### config.mk
export PLATFORM = sky130hd
export DESIGN_NAME = cmdpipe_top
export DESIGN_NICKNAME = d
export VERILOG_FILES = /design/src/rtl/cmdpipe_pkg.sv /design/src/rtl/cmdpipe_mode_ctl.sv /design/src/rtl/cmdpipe_stage.sv /design/src/rtl/cmdpipe_latency.sv /design/src/rtl/cmdpipe_top.sv
export SDC_FILE = /design/constraint.sdc
export NUM_CORES = 1
export LEC_CHECK = 0
export BUFFER_PORTS_ARGS = -buffer_cell sky130_fd_sc_hd__buf_2
export CAP_MARGIN = 10
export CORE_MARGIN = 2
export CORE_UTILIZATION = 40
export CTS_CLUSTER_DIAMETER = 40
export CTS_CLUSTER_SIZE = 14
export DETAILED_ROUTE_END_ITERATION = 6
export MAX_ROUTING_LAYER = met4
export PLACE_DENSITY = 0.73
export SETUP_SLACK_MARGIN = 0.1
export SYNTH_ARGS = -nofsm -noshare
export SYNTH_HDL_FRONTEND = slang
export SYNTH_SLANG_ARGS = --single-unit
### constraint.sdc
create_clock -name clk -period 2.4 [get_ports clk]
set_clock_uncertainty 0.05 [all_clocks]
set_input_delay 0.48 -clock clk [delete_from_list [all_inputs] [get_ports clk]]
set_output_delay 0.48 -clock clk [all_outputs]
set_load 0.01 [all_outputs]
### src/rtl/cmdpipe_pkg.sv
package cmdpipe_pkg;

    localparam int ADDR_W          = 13;
    localparam int BANK_W          = 2;
    localparam int RANK_N          = 4;
    localparam int BYTE_N          = 8;
    localparam int CL_W            = 3;
    localparam int LAT_W           = 2;
    // Device-side byte-mask latencies on the buffered path
    localparam int DEV_RD_MASK_LAT = 2;
    localparam int DEV_WR_MASK_LAT = 0;
    // Clocks the registered path adds
    localparam int REG_EXTRA       = 1;

    typedef enum logic {
        PATH_BUF = 1'b0,
        PATH_REG = 1'b1
    } path_e;

    typedef struct packed {
        logic [RANK_N-1:0] cs_n;
        logic              ras_n;
        logic              cas_n;
        logic              we_n;
        logic              cke;
        logic [BANK_W-1:0] bank;
        logic [ADDR_W-1:0] addr;
        logic [BYTE_N-1:0] dqm;
    } cmd_t;

    function automatic cmd_t idle_cmd();
        cmd_t c;
        c.cs_n  = '1;
        c.ras_n = 1'b1;
        c.cas_n = 1'b1;
        c.we_n  = 1'b1;
        c.cke   = 1'b0;
        c.bank  = '0;
        c.addr  = '0;
        c.dqm   = '0;
        return c;
    endfunction

    // No rank selected: strobes are forced to the no-command state
    function automatic cmd_t gate_deselect(cmd_t c);
        cmd_t g;
        g = c;
        if (&c.cs_n) begin
            g.ras_n = 1'b1;
            g.cas_n = 1'b1;
            g.we_n  = 1'b1;
        end
        return g;
    endfunction

    function automatic logic any_rank_selected(cmd_t c);
        return ~&c.cs_n;
    endfunction

endpackage

### src/rtl/cmdpipe_mode_ctl.sv
module cmdpipe_mode_ctl
    import cmdpipe_pkg::*;
#(
    parameter path_e RESET_PATH = PATH_REG
) (
    input  logic  clk,
    input  logic  rst,
    input  path_e req_i,
    input  logic  cmd_present_i,
    output path_e path_o,
    output logic  enter_reg_o,
    output logic  err_o
);

    path_e path_q;
    logic  err_q;
    logic  differs;
    logic  blocked;

    always_comb begin
        differs     = (req_i != path_q);
        blocked     = differs && (path_q == PATH_REG) && cmd_present_i;
        enter_reg_o = differs && !blocked && (req_i == PATH_REG);
    end

    always_ff @(posedge clk) begin
        if (rst) begin
            path_q <= RESET_PATH;
            err_q  <= 1'b0;
        end else begin
            err_q <= blocked;
            if (differs && !blocked) begin
                path_q <= req_i;
            end
        end
    end

    assign path_o = path_q;
    assign err_o  = err_q;

    AST_REFUSE_KEEPS_PATH: assert property (@(posedge clk) disable iff (rst)
        (err_q && !$past(rst)) |-> (path_q == $past(path_q)));

    AST_REFUSE_ONLY_REG: assert property (@(posedge clk) disable iff (rst)
        (err_q && !$past(rst)) |-> ($past(path_q) == PATH_REG));

endmodule

### src/rtl/cmdpipe_stage.sv
module cmdpipe_stage
    import cmdpipe_pkg::*;
(
    input  logic  clk,
    input  logic  rst,
    input  path_e path_i,
    input  logic  enter_reg_i,
    input  cmd_t  cmd_i,
    output cmd_t  cmd_o
);

    cmd_t stage_q;

    always_ff @(posedge clk) begin
        if (rst || enter_reg_i) begin
            stage_q <= idle_cmd();
        end else begin
            stage_q <= cmd_i;
        end
    end

    always_comb begin
        cmd_o = (path_i == PATH_REG) ? stage_q : cmd_i;
    end

    AST_REG_ONE_CYCLE: assert property (@(posedge clk) disable iff (rst)
        (!$past(rst) && path_i == PATH_REG && $past(path_i) == PATH_REG)
        |-> (cmd_o == $past(cmd_i)));

    AST_ENTRY_IDLE: assert property (@(posedge clk) disable iff (rst)
        (!$past(rst) && path_i == PATH_REG && $past(path_i) == PATH_BUF)
        |-> (&cmd_o.cs_n));

endmodule

### src/rtl/cmdpipe_latency.sv
module cmdpipe_latency
    import cmdpipe_pkg::*;
(
    input  path_e             path_i,
    input  logic [CL_W-1:0]   dev_cl_i,
    output logic [CL_W:0]     mod_cl_o,
    output logic [LAT_W-1:0]  rd_lat_o,
    output logic [LAT_W-1:0]  wr_lat_o
);

    localparam logic [CL_W:0]    CL_ADD  = (CL_W+1)'(REG_EXTRA);
    localparam logic [LAT_W-1:0] RD_BUF  = LAT_W'(DEV_RD_MASK_LAT);
    localparam logic [LAT_W-1:0] WR_BUF  = LAT_W'(DEV_WR_MASK_LAT);
    localparam logic [LAT_W-1:0] RD_REG  = LAT_W'(DEV_RD_MASK_LAT + REG_EXTRA);
    localparam logic [LAT_W-1:0] WR_REG  = LAT_W'(DEV_WR_MASK_LAT + REG_EXTRA);

    always_comb begin
        if (path_i == PATH_REG) begin
            mod_cl_o = {1'b0, dev_cl_i} + CL_ADD;
            rd_lat_o = RD_REG;
            wr_lat_o = WR_REG;
        end else begin
            mod_cl_o = {1'b0, dev_cl_i};
            rd_lat_o = RD_BUF;
            wr_lat_o = WR_BUF;
        end
    end

endmodule

### src/rtl/cmdpipe_top.sv
module cmdpipe_top
    import cmdpipe_pkg::*;
(
    input  logic              clk,
    input  logic              rst,
    input  logic              reg_mode_i,
    input  logic [3:0]        cs_n_i,
    input  logic              ras_n_i,
    input  logic              cas_n_i,
    input  logic              we_n_i,
    input  logic              cke_i,
    input  logic [1:0]        bank_i,
    input  logic [12:0]       addr_i,
    input  logic [7:0]        dqm_i,
    input  logic [2:0]        dev_cl_i,
    output logic [3:0]        cs_n_o,
    output logic              ras_n_o,
    output logic              cas_n_o,
    output logic              we_n_o,
    output logic              cke_o,
    output logic [1:0]        bank_o,
    output logic [12:0]       addr_o,
    output logic [7:0]        dqm_o,
    output logic [3:0]        mod_cl_o,
    output logic [1:0]        rd_dqm_lat_o,
    output logic [1:0]        wr_dqm_lat_o,
    output logic              active_reg_o,
    output logic              mode_err_o
);

    cmd_t  raw_cmd;
    cmd_t  clean_cmd;
    cmd_t  dev_cmd;
    path_e path;
    logic  enter_reg;

    always_comb begin
        raw_cmd.cs_n  = cs_n_i;
        raw_cmd.ras_n = ras_n_i;
        raw_cmd.cas_n = cas_n_i;
        raw_cmd.we_n  = we_n_i;
        raw_cmd.cke   = cke_i;
        raw_cmd.bank  = bank_i;
        raw_cmd.addr  = addr_i;
        raw_cmd.dqm   = dqm_i;
        clean_cmd     = gate_deselect(raw_cmd);
    end

    cmdpipe_mode_ctl #(
        .RESET_PATH (PATH_REG)
    ) u_mode (
        .clk           (clk),
        .rst           (rst),
        .req_i         (path_e'(reg_mode_i)),
        .cmd_present_i (any_rank_selected(raw_cmd)),
        .path_o        (path),
        .enter_reg_o   (enter_reg),
        .err_o         (mode_err_o)
    );

    cmdpipe_stage u_stage (
        .clk         (clk),
        .rst         (rst),
        .path_i      (path),
        .enter_reg_i (enter_reg),
        .cmd_i       (clean_cmd),
        .cmd_o       (dev_cmd)
    );

    cmdpipe_latency u_lat (
        .path_i   (path),
        .dev_cl_i (dev_cl_i),
        .mod_cl_o (mod_cl_o),
        .rd_lat_o (rd_dqm_lat_o),
        .wr_lat_o (wr_dqm_lat_o)
    );

    assign cs_n_o       = dev_cmd.cs_n;
    assign ras_n_o      = dev_cmd.ras_n;
    assign cas_n_o      = dev_cmd.cas_n;
    assign we_n_o       = dev_cmd.we_n;
    assign cke_o        = dev_cmd.cke;
    assign bank_o       = dev_cmd.bank;
    assign addr_o       = dev_cmd.addr;
    assign dqm_o        = dev_cmd.dqm;
    assign active_reg_o = (path == PATH_REG);

    AST_RESET_IDLE: assert property (@(posedge clk) disable iff (rst)
        $fell(rst) |-> ((&cs_n_o) && !cke_o && active_reg_o));

    AST_DESEL_NOP: assert property (@(posedge clk) disable iff (rst)
        (&cs_n_o) |-> (ras_n_o && cas_n_o && we_n_o));

endmodule

## Word-level counts from Yosys, hierarchy flattened

Cells that the tools add are included.

- Register bits after elaboration: 33
- Input port bits: 37
- Output and inout port bits: 41

- Add/subtract/negate cells: 1
- Eq/ne operators: 1
- Muxes and demuxes: 5
- Reduce and logical (&&, ||, !) cells: 8

Operator list:

| operator | number |
|---|---|
| 31-bit 2-to-1 mux | 1 |
| 3-bit by 1-bit adder with 4-bit output (second input constant) | 1 |
| 1-bit logical AND | 4 |
| 4-bit 2-to-1 mux | 1 |
| 4-bit AND reduction | 1 |
| 3-bit 2-to-1 mux | 1 |
| 1-bit logical NOT | 2 |
| 1-bit 2-to-1 mux | 2 |
| 1-bit logical OR | 1 |
| 1-bit != test | 1 |

## Longest topological paths before layout

Gate-level depths: netlist (run 1).

- Depth after elaboration: 7
- Mapped depth: 7

## Hierarchy

From an unflattened synthesis (run 1), not the netlist that was laid out.

- Cell total of the unflattened synthesis: 130
- Area, all modules: 1505.2 um2

Modules (own cells, without submodules):

| module | times used | cells each | area an instance (um2) | sequential area each (um2) |
|---|---|---|---|---|
| cmdpipe_stage | 1 | 102 | 1266.2 | 620.6 |
| cmdpipe_mode_ctl | 1 | 12 | 106.4 | 40.0 |
| cmdpipe_latency | 1 | 12 | 96.3 | 0.0 |
| cmdpipe_top | 1 | 4 | 36.3 | 0.0 |

## Worst setup path before layout (run 1)

Ideal clock, no wire load.

- Path type: register -> register
- Start: reg u_mode.path_q, in the netlist u_mode.path_o
- End: reg u_stage.stage_q[29] in the netlist's numbering
- Setup time: 0.132 ns
- Arrival: 1.465 ns
- Data required time: 2.218 ns
- Slack: 0.753 ns
- Stages on the path, launching flop included: 6
- Period minus slack after synthesis: 1.647 ns
- Cell sequence: dfxtp_1 -> buf_6 -> buf_8 -> inv_1 -> ha_1 -> or3_2

- Word-level cells in the longest chain between the ends: 7

RTL lines:

| element | line | RTL |
|---|---|---|
| start, declared | cmdpipe_mode_ctl.sv:15 | `path_e path_q;` |
| start signal, assigned | cmdpipe_mode_ctl.sv:33 | `path_q <= req_i;` |
| 1-bit != test | cmdpipe_mode_ctl.sv:21 | `differs = (req_i != path_q);` |
| 1-bit logical AND (2 in series) | cmdpipe_mode_ctl.sv:22 | `blocked = differs && (path_q == PATH_REG) && cmd_present_i;` |
| 1-bit logical NOT | cmdpipe_mode_ctl.sv:23 | `enter_reg_o = differs && !blocked && (req_i == PATH_REG);` |
| 1-bit logical AND * (2 in series) | cmdpipe_mode_ctl.sv:23 |  |
| 1-bit logical OR * | cmdpipe_stage.sv:15 | `if (rst \|\| enter_reg_i) begin` |
| end signal, assigned | cmdpipe_stage.sv:16 | `stage_q <= idle_cmd();` |
| end signal, assigned | cmdpipe_stage.sv:18 | `stage_q <= cmd_i;` |
| end, declared | cmdpipe_stage.sv:12 | `cmd_t stage_q;` |

Mark *: on every way between the ends. The rest lies on a longest branch, timed or not.
A chain may end at the register's enable or synchronous reset.

## Worst setup path in the final report (run 1)

- Start: reg u_mode.path_q, in the netlist u_mode.path_o
- End: out dqm_o[2]

- Word-level cells in the longest chain between the ends: 1

RTL lines:

| element | line | RTL |
|---|---|---|
| 31-bit 2-to-1 mux | cmdpipe_stage.sv:23 | `cmd_o = (path_i == PATH_REG) ? stage_q : cmd_i;` |
| end, declared | cmdpipe_top.sv:23 | `output logic [7:0] dqm_o,` |

Every way passes these cells.

==> results.json, run 1 <==
{
  "status": "complete, no violations",
  "drive_above_1_share_pct": 58.3,
  "hold_slack_ps": 307,
  "fin_ws_ps": 387,
  "track_usage_pct": 15.7,
  "grt_pass1_vias": 1138,
  "via_per_inst": 4.63,
  "rsz0062_at_grt": "false",
  "yosys.area.top_type": "dfxtp_1",
  "syn2layout_area_growth_pct": 28.4,
  "critPathRequiredTime_ps": 1870,
  "yosys.cell_types.count": 26,
  "syn_area_um2": 1470,
  "routabilityCongestion": 0.677,
  "io_buffers": 75,
  "synth_edf_count": 0,
  "netlist.area_leader.share_pct": 45.1,
  "avgSynthCellArea_um2": 11.2,
  "antenna_cells": 0,
  "postCtsSetupBuffers": 0,
  "min_period_ps": 2010,
  "synth_common_cells": "dfxtp_1, mux2_2, and2_1, nand2_1, buf_4",
  "post-route-cell-area_um2": 1880,
  "cts.repair.resized": 0,
  "std_cell_rows": 21,
  "crit_type": "flip-flop to output port",
  "place_hpwl_um": 2160,
  "drt_first_pass_iters": 4,
  "core_um2": 3420,
  "grt_max_degree": 28,
  "syn_inst": 131,
  "grt_pass1_wl_um": 4870,
  "synth_area_leaders": "dfxtp_1, mux2_2, and2_1",
  "htree_levels": 2,
  "cp_data_arrival_time_ps": 1480,
  "p_leak_nw": 0.947,
  "setup_viol": 0,
  "end_kind": "output port",
  "die_h_um": 64.5,
  "hold_class": "input pin to flip-flop",
  "maxCapViolCount": 0,
  "dp_cells": 244,
  "dieArea_um2": 4160,
  "yosysWarnings": 0,
  "nNetsFinal": 245,
  "drt_iter0_drc": 52,
  "hold_viol": 0,
  "synth_flop_cell": "dfxtp_1",
  "ir_worst_vdd_v": 0.000353,
  "finalMaxSlewViolations": 0,
  "cts-root-buf": "clkbuf_4",
  "drc": 0,
  "vias": 1168,
  "clkSinkCount": 33,
  "start_kind": "flip-flop",
  "finalCritPeriodShare_pct": 83.9,
  "ant_nets": 0,
  "pin_count": 78,
  "yosysSeqAreaShare_pct": 45.1,
  "fmax_mhz": 497,
  "start_util_pct": 42.9,
  "grt-ovfl-total": 0,
  "detail_route.wl_per_cell_um": 11.7,
  "synth_most_common_cell": "dfxtp_1",
  "pre_cts_ws_ps": 594,
  "worstPathMaxFanout": 22,
  "placed_area_um2": 1830,
  "hold_buffers": 0,
  "cts_buffers": 5,
  "clk_latency_ps": 310,
  "antenna_found_initial": 0,
  "synth_fp_nets": 171,
  "clkTransAtPathRegs_ps": 100,
  "die_width_um": 64.5,
  "layout.cells.non_filler": 252,
  "cts_buffer_depth": 2,
  "ys_async_sr_fraction_pct": 0,
  "setup_tns_ps": 0,
  "totalWireLength_um": 2940,
  "cellPowerDensity_nw_per_um2": 673,
  "ys_seq_elements": 33,
  "cts_tree": "built"
}
## power breakdown
group          switching [mW]  internal [mW]  leakage, nW
Combinational           0.181          0.191        0.641
Sequential             0.0100          0.587        0.275
Clock                   0.186          0.110       0.0310
## per-layer routing
metal  routed length (um)  vias up  global-route usage, %  part of all wire (%)
met5                    0        -                      -                     0
met4                   19        0                   5.85                  0.65
met3                  206        2                   5.56                   7.0
met2                 1400       53                   26.8                    48
met1                 1310      526                   16.7                    45
li1                     -      587                      -                     -
## layout by cell type (no fill, tap or decap), drive strengths merged, types with 2 or more instances in the layout
cell type  count
buf           77
dfxtp         33
mux2          29
and2          24
nand2          7
clkbuf         5
or3            4
inv            3
o21ai          3
nand3b         3
ha             3
conb           2
clkinv         2
and4           2
## critical path, stage by stage, from the launching register on
cell and delay, ps:
dfxtp_1 350, buf_4 290, mux2_2 370, buf_2 140
## final cells by class
class                           instances  area, um2
Inverter                                3       11.3
Multi-Input combinational cell         85        706
Tap cell                               46       57.6
Clock buffer                            5       37.5
Timing Repair Buffer                   77        390
Fill cell                             333       1540
Clock inverter                          3       17.5
Sequential cell                        33        661
## state kept, by name, summed over array words and instances (netlist names)
register and count:
u_mode.path_o 1, u_mode.err_o 1, u_stage.stage_q 31
## path summary, 6_finish.rpt
check | from | end | slack (ps) | depth (start not counted)
setup / recovery | u_mode.path_o | dqm_o[2] | 390 | 3
hold / removal | we_n_i | u_stage.stage_q[24] | 310 | 2
setup reg to reg | u_mode.path_o | u_stage.stage_q[17] | 690 | 5
hold reg to reg | u_mode.path_o | u_mode.path_o | 760 | 3
## metrics by stage
step,util [%],total power [mW]
after floorplan,-,0.865
after global placement,53.4,0.980
after detailed placement,53.4,0.985
after CTS,55.1,1.29
after global routing,55.1,1.35
final,55.1,1.26
## cells by family (layout without fill, tap and decap cells)
group                    Yosys count  count (layout)  synth area share [%]
AND/OR/NAND/NOR                   43              43                  18.8
multiplexers                      29              29                  22.3
buffers and inverters             13              88                  6.75
XOR/XNOR                           2               2                  1.20
AO/OA/AOI/OAI                      6               6                  2.82
flip-flops                        33              33                  45.1
adder cells (fa/ha/maj)            3               3                  2.56
other                              2               2                 0.513
(Power assumes the default switching activity.)
==> inputs of run 2 (changes only) <==
--- a/config.mk
+++ b/config.mk
@@ -13,7 +13,7 @@
 export CTS_CLUSTER_SIZE = 14
 export DETAILED_ROUTE_END_ITERATION = 6
 export MAX_ROUTING_LAYER = met4
-export PLACE_DENSITY = 0.73
+export PLACE_DENSITY = 0.75
 export SETUP_SLACK_MARGIN = 0.1
 export SYNTH_ARGS = -nofsm -noshare
 export SYNTH_HDL_FRONTEND = slang
==> constraint.sdc (replaced) <==
create_clock -name clk -period 1.7 [get_ports clk]
set_clock_uncertainty 0.05 [all_clocks]
set_input_delay 0.34 -clock clk [delete_from_list [all_inputs] [get_ports clk]]
set_output_delay 0.34 -clock clk [all_outputs]
set_load 0.01 [all_outputs]
==> results.json, run 2 (synthesized netlist as in run 1, its figures left out) <==
{
  "status": "finished with violations",
  "violations": "setup timing",
  "p_leak_nw": 0.989,
  "cp-endpoint": "cs_n_o[1]",
  "clkSinkCount": 33,
  "via_per_inst": 4.56,
  "place_hpwl_um": 2160,
  "r2r-end": "u_stage.stage_q[7]",
  "hold_viol": 0,
  "grt_pass1_wl_um": 4620,
  "drc": 0,
  "routabilityCongestion": 0.734,
  "cts_buffer_depth": 2,
  "antenna_found_initial": 0,
  "start_kind": "flip-flop",
  "comb_power_share_pct": 32.8,
  "finalCritPeriodShare_pct": 103,
  "die_h_um": 64.5,
  "largest_register_ffs": 31,
  "rsz0062_at_grt": "true",
  "track_usage_pct": 14.9,
  "cts-root-buf": "clkbuf_4",
  "crit_type": "flip-flop to output port",
  "worstPathMaxFanout": 21,
  "grt-ovfl-total": 0,
  "grt_pass1_vias": 1070,
  "end_kind": "output port",
  "drt_first_pass_iters": 3,
  "detail_route.wl_per_cell_um": 11.4,
  "netSwitchingFraction_pct": 28.3,
  "totalWireLength_um": 2930,
  "worstRegToRegCells": 6,
  "htree_levels": 2,
  "p_int_mw": 1.33,
  "die_width_um": 64.5,
  "clockPowerShare_pct": 21.6,
  "min_period_ps": 1760,
  "final_common_cell": "buf_2",
  "dieArea_um2": 4160,
  "drt_iter0_drc": 31,
  "core_um2": 3420,
  "post-route-cell-area_um2": 2010,
  "cellPowerDensity_nw_per_um2": 925,
  "placed_area_um2": 1870,
  "startpoint": "u_mode.path_o",
  "cts_tree": "built",
  "p_total_mw": 1.86,
  "ir_worst_vdd_v": 0.000518,
  "hold_slack_ps": 171,
  "finalMaxSlewViolations": 0,
  "clk_latency_ps": 320,
  "critPathRequiredTime_ps": 1310,
  "final_cell_mix": "buf_2, dfxtp_1, mux2_2",
  "maxCapViolCount": 0,
  "std_cell_rows": 21,
  "io_buffers": 75,
  "pin_count": 78,
  "hold_buffers": 0,
  "setup_viol": 28,
  "hold_class": "input pin to flip-flop",
  "syn2layout_area_growth_pct": 37.1,
  "drive_above_1_share_pct": 59.5,
  "regMostFlops": "u_stage.stage_q",
  "reg2reg_slack_ps": 220,
  "start_util_pct": 42.9,
  "cts_buffers": 5,
  "vias": 1167,
  "switching_power_uw": 525,
  "antenna_cells": 0,
  "nNetsFinal": 249,
  "rr_startpoint": "u_mode.path_o",
  "clkTransAtPathRegs_ps": 90,
  "ant_nets": 0,
  "fin_ws_ps": -56.0,
  "cp_data_arrival_time_ps": 1370,
  "fmax_mhz": 569,
  "seqPwrFrac_pct": 45.6,
  "grt_max_degree": 22
}
[run 2: final cells by class]
class	count	area (um2)
timing repair buffer	81	499
sequential	33	664
fill	307	1410
clock buffer	8	48.8
tap	46	57.6
inverter	3	15.0
multi-input combinational	85	723
[run 2: what timing repair did]
action,in CTS,in global routing
buffers inserted,0,2
endpoints found under the setup margin,30,35
pin swaps,0,1
resized for setup,12,7
[run 2: routing by layer]
layer	vias up	wire length, um	GRT usage [%]
met5	-	0	-
met4	0	29	5.59
met3	4	226	5.90
met2	49	1400	23.4
met1	521	1280	17.3
li1	593	-	-
[run 2: worst min path at each step]
stage / startpoint / slack [ps] / cells past startpoint / end
after floorplan: rst / 390 / 1 / u_stage.stage_q[27]
after global placement: cas_n_i / 500 / 2 / u_stage.stage_q[25]
after detailed placement: cas_n_i / 500 / 2 / u_stage.stage_q[25]
after CTS: cas_n_i / 150 / 2 / u_stage.stage_q[25]
after global routing: cas_n_i / 140 / 2 / u_stage.stage_q[25]
final: cas_n_i / 170 / 2 / u_stage.stage_q[25]
[run 2: critical path, stage by stage, from the launching register on]
cell     delay [ps]
dfxtp_4         390
buf_12          170
mux2_2          350
buf_2           140
[run 2: metrics by stage]
stage,setup WS (ps),TNS (ps),cells,util [%]
global placement,191,0,246,54.7
detailed placement,183,0,246,54.7
floorplan,126,0,131,-
finish,-56.0,-924,256,58.8
global route,-125,-3100,256,58.8
CTS,-82.2,-1740,254,57.9
[run 2: power groups by stage]
stage	sequential, mW	clock (mW)	combinational, mW
detailed placement	0.864	0	0.553
floorplan	0.862	0	0.360
global placement	0.863	0	0.548
CTS	0.848	0.421	0.598
global route	0.853	0.464	0.661
finish	0.847	0.402	0.609
